==> config.mk <==
export PLATFORM = sky130hd
export DESIGN_NAME = ddr2_emr_ctrl
export DESIGN_NICKNAME = d
export VERILOG_FILES = /design/src/rtl/ddr2_emr_pkg.sv /design/src/rtl/emr_regfile.sv /design/src/rtl/emr_strobe_oe.sv /design/src/rtl/emr_dll_lock.sv /design/src/rtl/ddr2_emr_ctrl.sv
export SDC_FILE = /design/constraint.sdc
export NUM_CORES = 1
export LEC_CHECK = 0
export BUFFER_PORTS_ARGS = -buffer_cell sky130_fd_sc_hd__buf_2
export CORE_ASPECT_RATIO = 0.8
export CORE_MARGIN = 2
export CORE_UTILIZATION = 42
export DETAILED_ROUTE_END_ITERATION = 8
export PLACE_DENSITY = 0.71
export SETUP_SLACK_MARGIN = 0.15
export SLEW_MARGIN = 25
export SYNTH_ARGS = -nofsm -noshare
export SYNTH_HDL_FRONTEND = slang
export SYNTH_HIERARCHICAL = 1
export SYNTH_SLANG_ARGS = --single-unit
==> constraint.sdc <==
create_clock -name clk -period 1.85 [get_ports clk]
set_clock_uncertainty 0.1 [all_clocks]
set_input_delay 0.0925 -clock clk [delete_from_list [all_inputs] [get_ports clk]]
set_output_delay 0.0925 -clock clk [all_outputs]
set_load 0.02 [all_outputs]
==> src/rtl/ddr2_emr_pkg.sv <==
package ddr2_emr_pkg;

    typedef struct packed {
        logic       qoff;
        logic       rdqs_on;
        logic       dqs_single;
        logic [2:0] ocd;
        logic [2:0] al;
        logic [1:0] odt;
        logic       drv_half;
        logic       dll_off;
    } emr_cfg_t;

    localparam int unsigned EMR_FIELD_W = 13;

    function automatic emr_cfg_t emr_decode(input logic [EMR_FIELD_W-1:0] a);
        emr_cfg_t c;
        c.dll_off    = a[0];
        c.drv_half   = a[1];
        c.odt        = {a[6], a[2]};
        c.al         = a[5:3];
        c.ocd        = a[9:7];
        c.dqs_single = a[10];
        c.rdqs_on    = a[11];
        c.qoff       = a[12];
        return c;
    endfunction

endpackage

==> src/rtl/emr_regfile.sv <==
module emr_regfile
    import ddr2_emr_pkg::*;
#(
    parameter int unsigned ADDR_W = 16
) (
    input  logic              clk,
    input  logic              rst_n,
    input  logic              ld_mode,
    input  logic [2:0]        ba,
    input  logic [ADDR_W-1:0] addr,
    output emr_cfg_t          cfg,
    output logic              cfg_err
);

    localparam int unsigned RSV_W = ADDR_W - EMR_FIELD_W;

    typedef struct packed {
        emr_cfg_t cfg;
        logic     err;
    } rf_state_t;

    rf_state_t st_d, st_q;
    logic      hit;
    logic      bad;

    always_comb begin
        st_d = st_q;
        hit  = ld_mode && (ba[1:0] == 2'b01);
        bad  = ba[2] || (|addr[ADDR_W-1 -: RSV_W]);
        if (hit) begin
            if (bad) begin
                st_d.err = 1'b1;
            end else begin
                st_d.cfg = emr_decode(addr[EMR_FIELD_W-1:0]);
            end
        end
    end

    always_ff @(posedge clk) begin
        if (!rst_n) begin
            st_q <= '0;
        end else begin
            st_q <= st_d;
        end
    end

    assign cfg     = st_q.cfg;
    assign cfg_err = st_q.err;

    assert_load_decode_R1: assert property (@(posedge clk) disable iff (!rst_n)
        (hit && !bad) |=> (cfg == emr_decode($past(addr[EMR_FIELD_W-1:0]))));

    assert_other_bank_ignored_R2: assert property (@(posedge clk) disable iff (!rst_n)
        (ld_mode && ba[1:0] != 2'b01) |=> ($stable(cfg) && $stable(cfg_err)));

    assert_reserved_holds_R3: assert property (@(posedge clk) disable iff (!rst_n)
        (hit && bad) |=> ($stable(cfg) && cfg_err));

    assert_err_sticky_R3: assert property (@(posedge clk) disable iff (!rst_n)
        cfg_err |=> cfg_err);

endmodule

==> src/rtl/emr_strobe_oe.sv <==
module emr_strobe_oe
    import ddr2_emr_pkg::*;
#(
    parameter int unsigned ORG = 8
) (
    input  logic     clk,
    input  logic     rst_n,
    input  emr_cfg_t cfg,
    input  logic     rd_phase,
    input  logic     wr_phase,
    output logic     dq_oe,
    output logic     dqs_oe,
    output logic     dqs_n_oe,
    output logic     rdqs_oe,
    output logic     rdqs_n_oe,
    output logic     dm_en
);

    logic rdqs_eff;
    logic drive_rd;
    logic wr_only;

    generate
        if (ORG == 8) begin : g_rdqs_capable
            assign rdqs_eff = cfg.rdqs_on;
        end else begin : g_no_rdqs
            assign rdqs_eff = 1'b0;
            assert_no_rdqs_org_R12: assert property (@(posedge clk) disable iff (!rst_n)
                (!rdqs_oe && !rdqs_n_oe));
        end
    endgenerate

    always_comb begin
        drive_rd  = rd_phase && !cfg.qoff;
        wr_only   = wr_phase && !rd_phase;
        dq_oe     = drive_rd;
        dqs_oe    = drive_rd;
        dqs_n_oe  = drive_rd && !cfg.dqs_single;
        rdqs_oe   = drive_rd && rdqs_eff;
        rdqs_n_oe = drive_rd && rdqs_eff && !cfg.dqs_single;
        dm_en     = wr_only && !rdqs_eff;
    end

    assert_rdqs_quiet_write_R6: assert property (@(posedge clk) disable iff (!rst_n)
        (wr_phase && !rd_phase) |-> (!rdqs_oe && !rdqs_n_oe));

    assert_dm_rdqs_exclusive_R6: assert property (@(posedge clk) disable iff (!rst_n)
        !(dm_en && rdqs_oe));

    assert_qoff_hiz_R7: assert property (@(posedge clk) disable iff (!rst_n)
        cfg.qoff |-> !(dq_oe || dqs_oe || dqs_n_oe || rdqs_oe || rdqs_n_oe));

    assert_idle_quiet_R5: assert property (@(posedge clk) disable iff (!rst_n)
        (!rd_phase && !wr_phase) |-> !(dq_oe || dqs_oe || dqs_n_oe || rdqs_oe || dm_en));

endmodule

==> src/rtl/emr_dll_lock.sv <==
module emr_dll_lock #(
    parameter int unsigned RELOCK_CYCLES = 200
) (
    input  logic clk,
    input  logic rst_n,
    input  logic dll_off,
    input  logic sref_enter,
    input  logic sref_exit,
    input  logic rd_cmd,
    output logic dll_on,
    output logic dll_locked,
    output logic read_accept,
    output logic read_blocked
);

    localparam int unsigned CNT_W = $clog2(RELOCK_CYCLES + 1);
    localparam logic [CNT_W-1:0] CNT_FULL = CNT_W'(RELOCK_CYCLES);

    typedef struct packed {
        logic             in_sref;
        logic [CNT_W-1:0] cnt;
        logic             blocked;
    } dll_state_t;

    dll_state_t st_d, st_q;
    logic       leave;
    logic       enter;

    always_comb begin
        st_d  = st_q;
        enter = sref_enter && !st_q.in_sref;
        leave = sref_exit && st_q.in_sref;
        if (enter) st_d.in_sref = 1'b1;
        if (leave) st_d.in_sref = 1'b0;
        if (st_q.in_sref || leave) begin
            st_d.cnt = CNT_FULL;
        end else if (st_q.cnt != '0) begin
            st_d.cnt = st_q.cnt - 1'b1;
        end
        dll_on       = !dll_off && !st_q.in_sref;
        dll_locked   = dll_on && (st_q.cnt == '0);
        read_accept  = rd_cmd && dll_locked;
        st_d.blocked = rd_cmd && !dll_locked;
    end

    always_ff @(posedge clk) begin
        if (!rst_n) begin
            st_q <= '{in_sref: 1'b0, cnt: CNT_FULL, blocked: 1'b0};
        end else begin
            st_q <= st_d;
        end
    end

    assign read_blocked = st_q.blocked;

    assert_relock_restart_R9: assert property (@(posedge clk) disable iff (!rst_n)
        (sref_exit && st_q.in_sref) |=> (st_q.cnt == CNT_FULL && !dll_locked));

    assert_sref_dll_off_R9: assert property (@(posedge clk) disable iff (!rst_n)
        st_q.in_sref |-> (!dll_on && !read_accept));

    assert_dll_off_no_read_R10: assert property (@(posedge clk) disable iff (!rst_n)
        dll_off |-> !read_accept);

    assert_blocked_after_read_R11: assert property (@(posedge clk) disable iff (!rst_n)
        read_blocked |-> $past(rd_cmd));

    assert_relock_not_early_R8: assert property (@(posedge clk) disable iff (!rst_n)
        (st_q.cnt != '0) |-> !read_accept);

endmodule

==> src/rtl/ddr2_emr_ctrl.sv <==
module ddr2_emr_ctrl
    import ddr2_emr_pkg::*;
#(
    parameter int unsigned ORG           = 8,
    parameter int unsigned ADDR_W        = 16,
    parameter int unsigned RELOCK_CYCLES = 200
) (
    input  logic              clk,
    input  logic              rst_n,
    input  logic              ld_mode,
    input  logic [2:0]        ba,
    input  logic [ADDR_W-1:0] addr,
    input  logic              rd_cmd,
    input  logic              rd_phase,
    input  logic              wr_phase,
    input  logic              sref_enter,
    input  logic              sref_exit,
    output logic              dll_off,
    output logic              drv_half,
    output logic [1:0]        odt_code,
    output logic [2:0]        add_lat,
    output logic [2:0]        ocd_mode,
    output logic              cfg_err,
    output logic              dq_oe,
    output logic              dqs_oe,
    output logic              dqs_n_oe,
    output logic              rdqs_oe,
    output logic              rdqs_n_oe,
    output logic              dm_en,
    output logic              dll_on,
    output logic              dll_locked,
    output logic              read_accept,
    output logic              read_blocked
);

    emr_cfg_t cfg;

    emr_regfile #(.ADDR_W(ADDR_W)) u_regfile (
        .clk     (clk),
        .rst_n   (rst_n),
        .ld_mode (ld_mode),
        .ba      (ba),
        .addr    (addr),
        .cfg     (cfg),
        .cfg_err (cfg_err)
    );

    emr_strobe_oe #(.ORG(ORG)) u_strobe (
        .clk       (clk),
        .rst_n     (rst_n),
        .cfg       (cfg),
        .rd_phase  (rd_phase),
        .wr_phase  (wr_phase),
        .dq_oe     (dq_oe),
        .dqs_oe    (dqs_oe),
        .dqs_n_oe  (dqs_n_oe),
        .rdqs_oe   (rdqs_oe),
        .rdqs_n_oe (rdqs_n_oe),
        .dm_en     (dm_en)
    );

    emr_dll_lock #(.RELOCK_CYCLES(RELOCK_CYCLES)) u_dll (
        .clk          (clk),
        .rst_n        (rst_n),
        .dll_off      (cfg.dll_off),
        .sref_enter   (sref_enter),
        .sref_exit    (sref_exit),
        .rd_cmd       (rd_cmd),
        .dll_on       (dll_on),
        .dll_locked   (dll_locked),
        .read_accept  (read_accept),
        .read_blocked (read_blocked)
    );

    assign dll_off  = cfg.dll_off;
    assign drv_half = cfg.drv_half;
    assign odt_code = cfg.odt;
    assign add_lat  = cfg.al;
    assign ocd_mode = cfg.ocd;

    assert_read_needs_dll_R10: assert property (@(posedge clk) disable iff (!rst_n)
        read_accept |-> (dll_on && !dll_off));

endmodule

# Word-level counts from Yosys, hierarchy flattened
# Cells that the tools add are included.
[word_totals] reg_bits=24 in_bits=27 out_inout_bits=21 elab_cells=45
[classes] add_sub_neg=1 eq_ne=1 bitwise_logic=2 reduce_logical=29
[op_table] operator="1-bit logical AND" count=13
[op_table] operator="8-bit zero test" count=1
[op_table] operator="8-bit nonzero test" count=1
[op_table] operator="8-bit by 1-bit subtractor with 8-bit output, second input constant" count=1
[op_table] operator="1-bit zero test" count=7
[op_table] operator="2-bit AND reduction" count=2
[op_table] operator="2-bit OR reduction" count=2
[op_table] operator="3-bit OR reduction" count=1
[op_table] operator="2-bit by 1-bit == test with 1-bit output, second input constant" count=1
[op_table] operator="1-bit logical OR" count=2
[op_table] operator="1-bit inverter" count=2

# Logic depth before layout (Yosys ltp)
[logic_depth] word_depth=5 ltp_mapped=5 ltp_nobuf=5

# Cells and area by module
# Netlist, hierarchy kept.
[by_module_without_submodules] mod="emr_regfile" instances=1 cells_each=62 area_each_um2=604.3 seq_area_each_um2=280.3
[by_module_without_submodules] mod="emr_dll_lock" instances=1 cells_each=59 area_each_um2=511.7 seq_area_each_um2=200.2
[by_module_without_submodules] mod="emr_strobe_oe" instances=1 cells_each=6 area_each_um2=56.3 seq_area_each_um2=0.0

# Least setup slack after synthesis
# OpenSTA, ideal clock, no wires.
[synth_path] path_type="register -> output" from="register u_dll/st_q[1] (netlist name)" to="output read_accept" arrival_time_ps=1516 required_ps=1657 setup_slack_ps=142 path_stages_with_launch=6 n_path_buf=0 cell_sequence="dfxtp_1 inv_1 ha_1 or3b_2 nor2_4 and3_1"
[synth_via] elab_chain_cells=3
[synth_lines] item="start: declaration" line_no="emr_dll_lock.sv:25" text="dll_state_t st_d, st_q;"
[synth_lines] item="start signal: assignment" line_no="emr_dll_lock.sv:48" text="st_q <= '{in_sref: 1'b0, cnt: CNT_FULL, blocked: 1'b0};"
[synth_lines] item="start signal: assignment" line_no="emr_dll_lock.sv:50" text="st_q <= st_d;"
[synth_lines] item="8-bit zero test" line_no="emr_dll_lock.sv:41" text="dll_locked = dll_on && (st_q.cnt == '0);"
[synth_lines] item="1-bit logical AND" line_no="emr_dll_lock.sv:41"
[synth_lines] item="1-bit logical AND" line_no="emr_dll_lock.sv:42" text="read_accept = rd_cmd && dll_locked;"
[synth_lines] item="end: declaration" line_no="ddr2_emr_ctrl.sv:32" text="output logic read_accept,"
# Every way passes these cells.

# Worst setup path in the final report
# Ends and elaborated chain as after synthesis.

==> flow_metrics.env <==
export IMPL_grt_pass1_wl_um=5090
export IMPL_grt_util_all_layers=0.202
export IMPL_portBuffers=47
export IMPL_synth_top_area_frac=0.410
export IMPL_gp_congestion=0.867
export IMPL_yosysWarnings=6
export IMPL_fmax_ghz=0.524
export IMPL_drive_above_1_share=0.419
export IMPL_grt_pass1_vias=1150
export IMPL_slew_headroom=0.695
export IMPL_drc=0
export IMPL_dr_pass1_iters=4
export IMPL_pwr_share_seq=0.466
export IMPL_ys_flop_type="dfxtp_1"
export IMPL_power_mw=1.22
export IMPL_worstHoldPathCells=3
export IMPL_p_int_mw=0.902
export IMPL_synth_area_um2=1170
export IMPL_clock_sinks=24
export IMPL_diodes=0
export IMPL_die_x_um=63.1
export IMPL_start_kind="register"
export IMPL_ant_nets=0
export IMPL_failed_checks="setup timing"
export IMPL_p_sw_mw=0.322
export IMPL_worst_r2r_startpoint="u_dll/st_q[6]"
export IMPL_yosysTopAreaCell="dfxtp_1"
export IMPL_die_y_um=51.3
export IMPL_synth_cell_types=37
export IMPL_start_util=0.434
export IMPL_io_pins=48
export IMPL_finalCriticalPeriod_ns=1.91
export IMPL_htree_levels=1
export IMPL_ys_ff_latch=24
export IMPL_setup_ws_ns=-0.0582
export IMPL_layout_area_seq_um2=489
export IMPL_yosysMostFrequentCell="nand2_1"
export IMPL_worstHoldEndpoint="u_dll/st_q[6]"
export IMPL_worst_slew_pin_slew_ns=0.453
export IMPL_grt_ovfl_total=0
export IMPL_cts_tree="done"
export IMPL_combPwrFrac=0.212
export IMPL_finalWirelength_um=3130
export IMPL_seq_area_frac_synth=0.410
export IMPL_multi_input_area_um2=672
export IMPL_setup_viol=1
export IMPL_syn_inst=127
export IMPL_grt_max_degree=28
export IMPL_path_clk_slew_ns=0.14
export IMPL_async_flop_share=0
export IMPL_r2r_cells=4
export IMPL_finalCritPeriodShare=1.03
export IMPL_hold_slack_ns=0.0477
export IMPL_max_cap_violations=0
export IMPL_power_leakage_nw=0.818
export IMPL_wl_met2_um=1610
export IMPL_cpPeakStageDelay_ns=0.40
export IMPL_r2r_end="u_dll/st_q[8]"
export IMPL_rows=17
export IMPL_rrSetupSlack_ns=0.24
export IMPL_clk_insertion_delay_late_ns=0.33
export IMPL_cp_top_family="simple AND/OR/NAND/NOR gates"
export IMPL_vias=1217
export IMPL_power_density_nw_per_um2=683
export IMPL_status="finished with violations"
export IMPL_cts_buffers=3
export IMPL_cts_buffer_depth=2
export IMPL_via_per_inst=5.05
export IMPL_core_area_um2=2700
export IMPL_cp_slowest_cell="or3b_4"
export IMPL_fin_nets=233
export IMPL_clkPwrFrac=0.322
export IMPL_hp_start="rst_n"
export IMPL_synth_edf_count=0
export IMPL_fp_dieArea_um2=3230
export IMPL_post_drt_wl_per_cell_um=13.0
export IMPL_routed_wl_met3_um=190
export IMPL_syn_nets=156
export IMPL_worstPathCellList="inv_2 > ha_4 > or3b_4 > nor2_4 > and3_4 > buf_6"
export IMPL_topRoutingLayerUsed="met4"
export IMPL_synth_area_leaders="dfxtp_1, mux2i_1, nand2_1"
export IMPL_path_buf_inv=2
export IMPL_swShare=0.263
export IMPL_final_max_slew_viol_count=0
export IMPL_avgSynthCellArea_um2=9.23
export IMPL_critPathMaxFanout=3
export IMPL_worst_ep_arrival_time_ns=1.72
export IMPL_layout_area_overhead_vs_synth_pct=52.8
export IMPL_synth_common_cells="nand2_1, dfxtp_1, mux2i_1"
export IMPL_drt_iter0_markers=46
export IMPL_vdd_ir_drop_max_v=0.000439
export IMPL_crit_path_end_kind="output pin"
export IMPL_nFillCells=217
export IMPL_wl_met1_um=1280
export IMPL_place_hpwl_um=1870
export IMPL_path_class="register to output pin"
export IMPL_critPathRequiredTime_ns=1.66
export IMPL_hold_path_class="input pin to register"
export IMPL_rsz0062_at_grt="yes"
export IMPL_final_hold_viol_count=0
export IMPL_clockRootBuffer="clkbuf_4"
export IMPL_antenna_found_initial=0
## cell type report
class                           instances  share of cell area
Tap cell                               38              0.0265
Clock buffer                            3              0.0126
Multi-Input combinational cell         93               0.375
Clock inverter                          1              0.0168
Sequential cell                        24               0.273
Inverter                                5              0.0105
Timing Repair Buffer                   77               0.286
## routing by layer
layer,track usage,vias up
met4,0.0963,0
met2,0.374,53
li1,-,592
met3,0.0308,5
met1,0.231,567
met5,0,-
## sequential cells by signal, summed over array words and instances, names as in the netlist
signal,cells
u_dll/read_blocked,1
u_regfile/cfg_err,1
u_regfile/cfg,13
u_dll/st_q,9
## cells by family (layout without fill, tap and decap cells)
family,after synthesis,in the layout,share of synthesized area
adder cells (fa/ha/maj),2,2,0.0213
AO/OA/AOI/OAI,15,15,0.0961
flip-flops,24,24,0.410
multiplexers,13,13,0.111
XOR/XNOR,1,1,0.00747
AND/OR/NAND/NOR,62,62,0.305
buffers and inverters,10,86,0.0491
## worst max path at each step
stage / start / cells after the start / endpoint
finish: u_dll/st_q[1] / 6 / read_accept
global route: u_dll/st_q[2] / 6 / read_accept
CTS: u_dll/st_q[2] / 6 / read_accept
detailed placement: u_dll/st_q[1] / 6 / read_accept
global placement: u_dll/st_q[1] / 6 / read_accept
floorplan: u_dll/st_q[1] / 5 / read_accept
## what timing repair did
| action | CTS | global route |
|---|---|---|
| gates cloned | 0 | 0 |
| buffers inserted | 7 | 2 |
| pin swaps | 4 | 1 |
| hold buffers | 17 | 0 |
| hold endpoints to repair | 15 | 0 |
| resized for setup | 15 | 3 |
| setup endpoints to repair | 2 | 2 |
## cell usage in the layout, fill, tap and decap left out, types with 2 or more instances in the layout
cell           count
clkbuf_4           3
nor2_1             4
nand2b_1           2
dfxtp_1           19
inv_1              3
nand3_1            3
inv_2              2
o21ai_0            2
buf_2             45
mux2i_1           13
nand2_1           29
buf_4             14
dfxtp_2            4
or4_4              2
nor2b_1            3
a21oi_1            4
dlygate4sd3_1     17
nor3_1             6
## power by group through the flow
stage | logic (mW) | clock network (mW) | registers [mW]
after floorplan | 0.110 | 0 | 0.576
after global placement | 0.182 | 0 | 0.570
after detailed placement | 0.187 | 0 | 0.572
after CTS | 0.245 | 0.399 | 0.566
after global routing | 0.279 | 0.417 | 0.573
final | 0.259 | 0.395 | 0.570
## through the flow
step                      setup TNS, ns  cells  setup slack (ns)   util  area [um^2]
after global placement                0    211             0.106  0.536         1450
after floorplan                       0    127             0.168      -         1170
after global routing            -0.0992    241           -0.0992  0.663         1790
after detailed placement              0    211            0.0275  0.536         1450
after CTS                       -0.0447    239           -0.0447  0.654         1770
final                           -0.0582    241           -0.0582  0.663         1790
## worst register-to-register path, stage by stage, from the launching register on
cell and delay (ns):
dfxtp_2 0.37, or4_4 0.56, buf_4 0.17, o41ai_2 0.20
nand3_1 0.10
(Power assumes the default switching activity.)
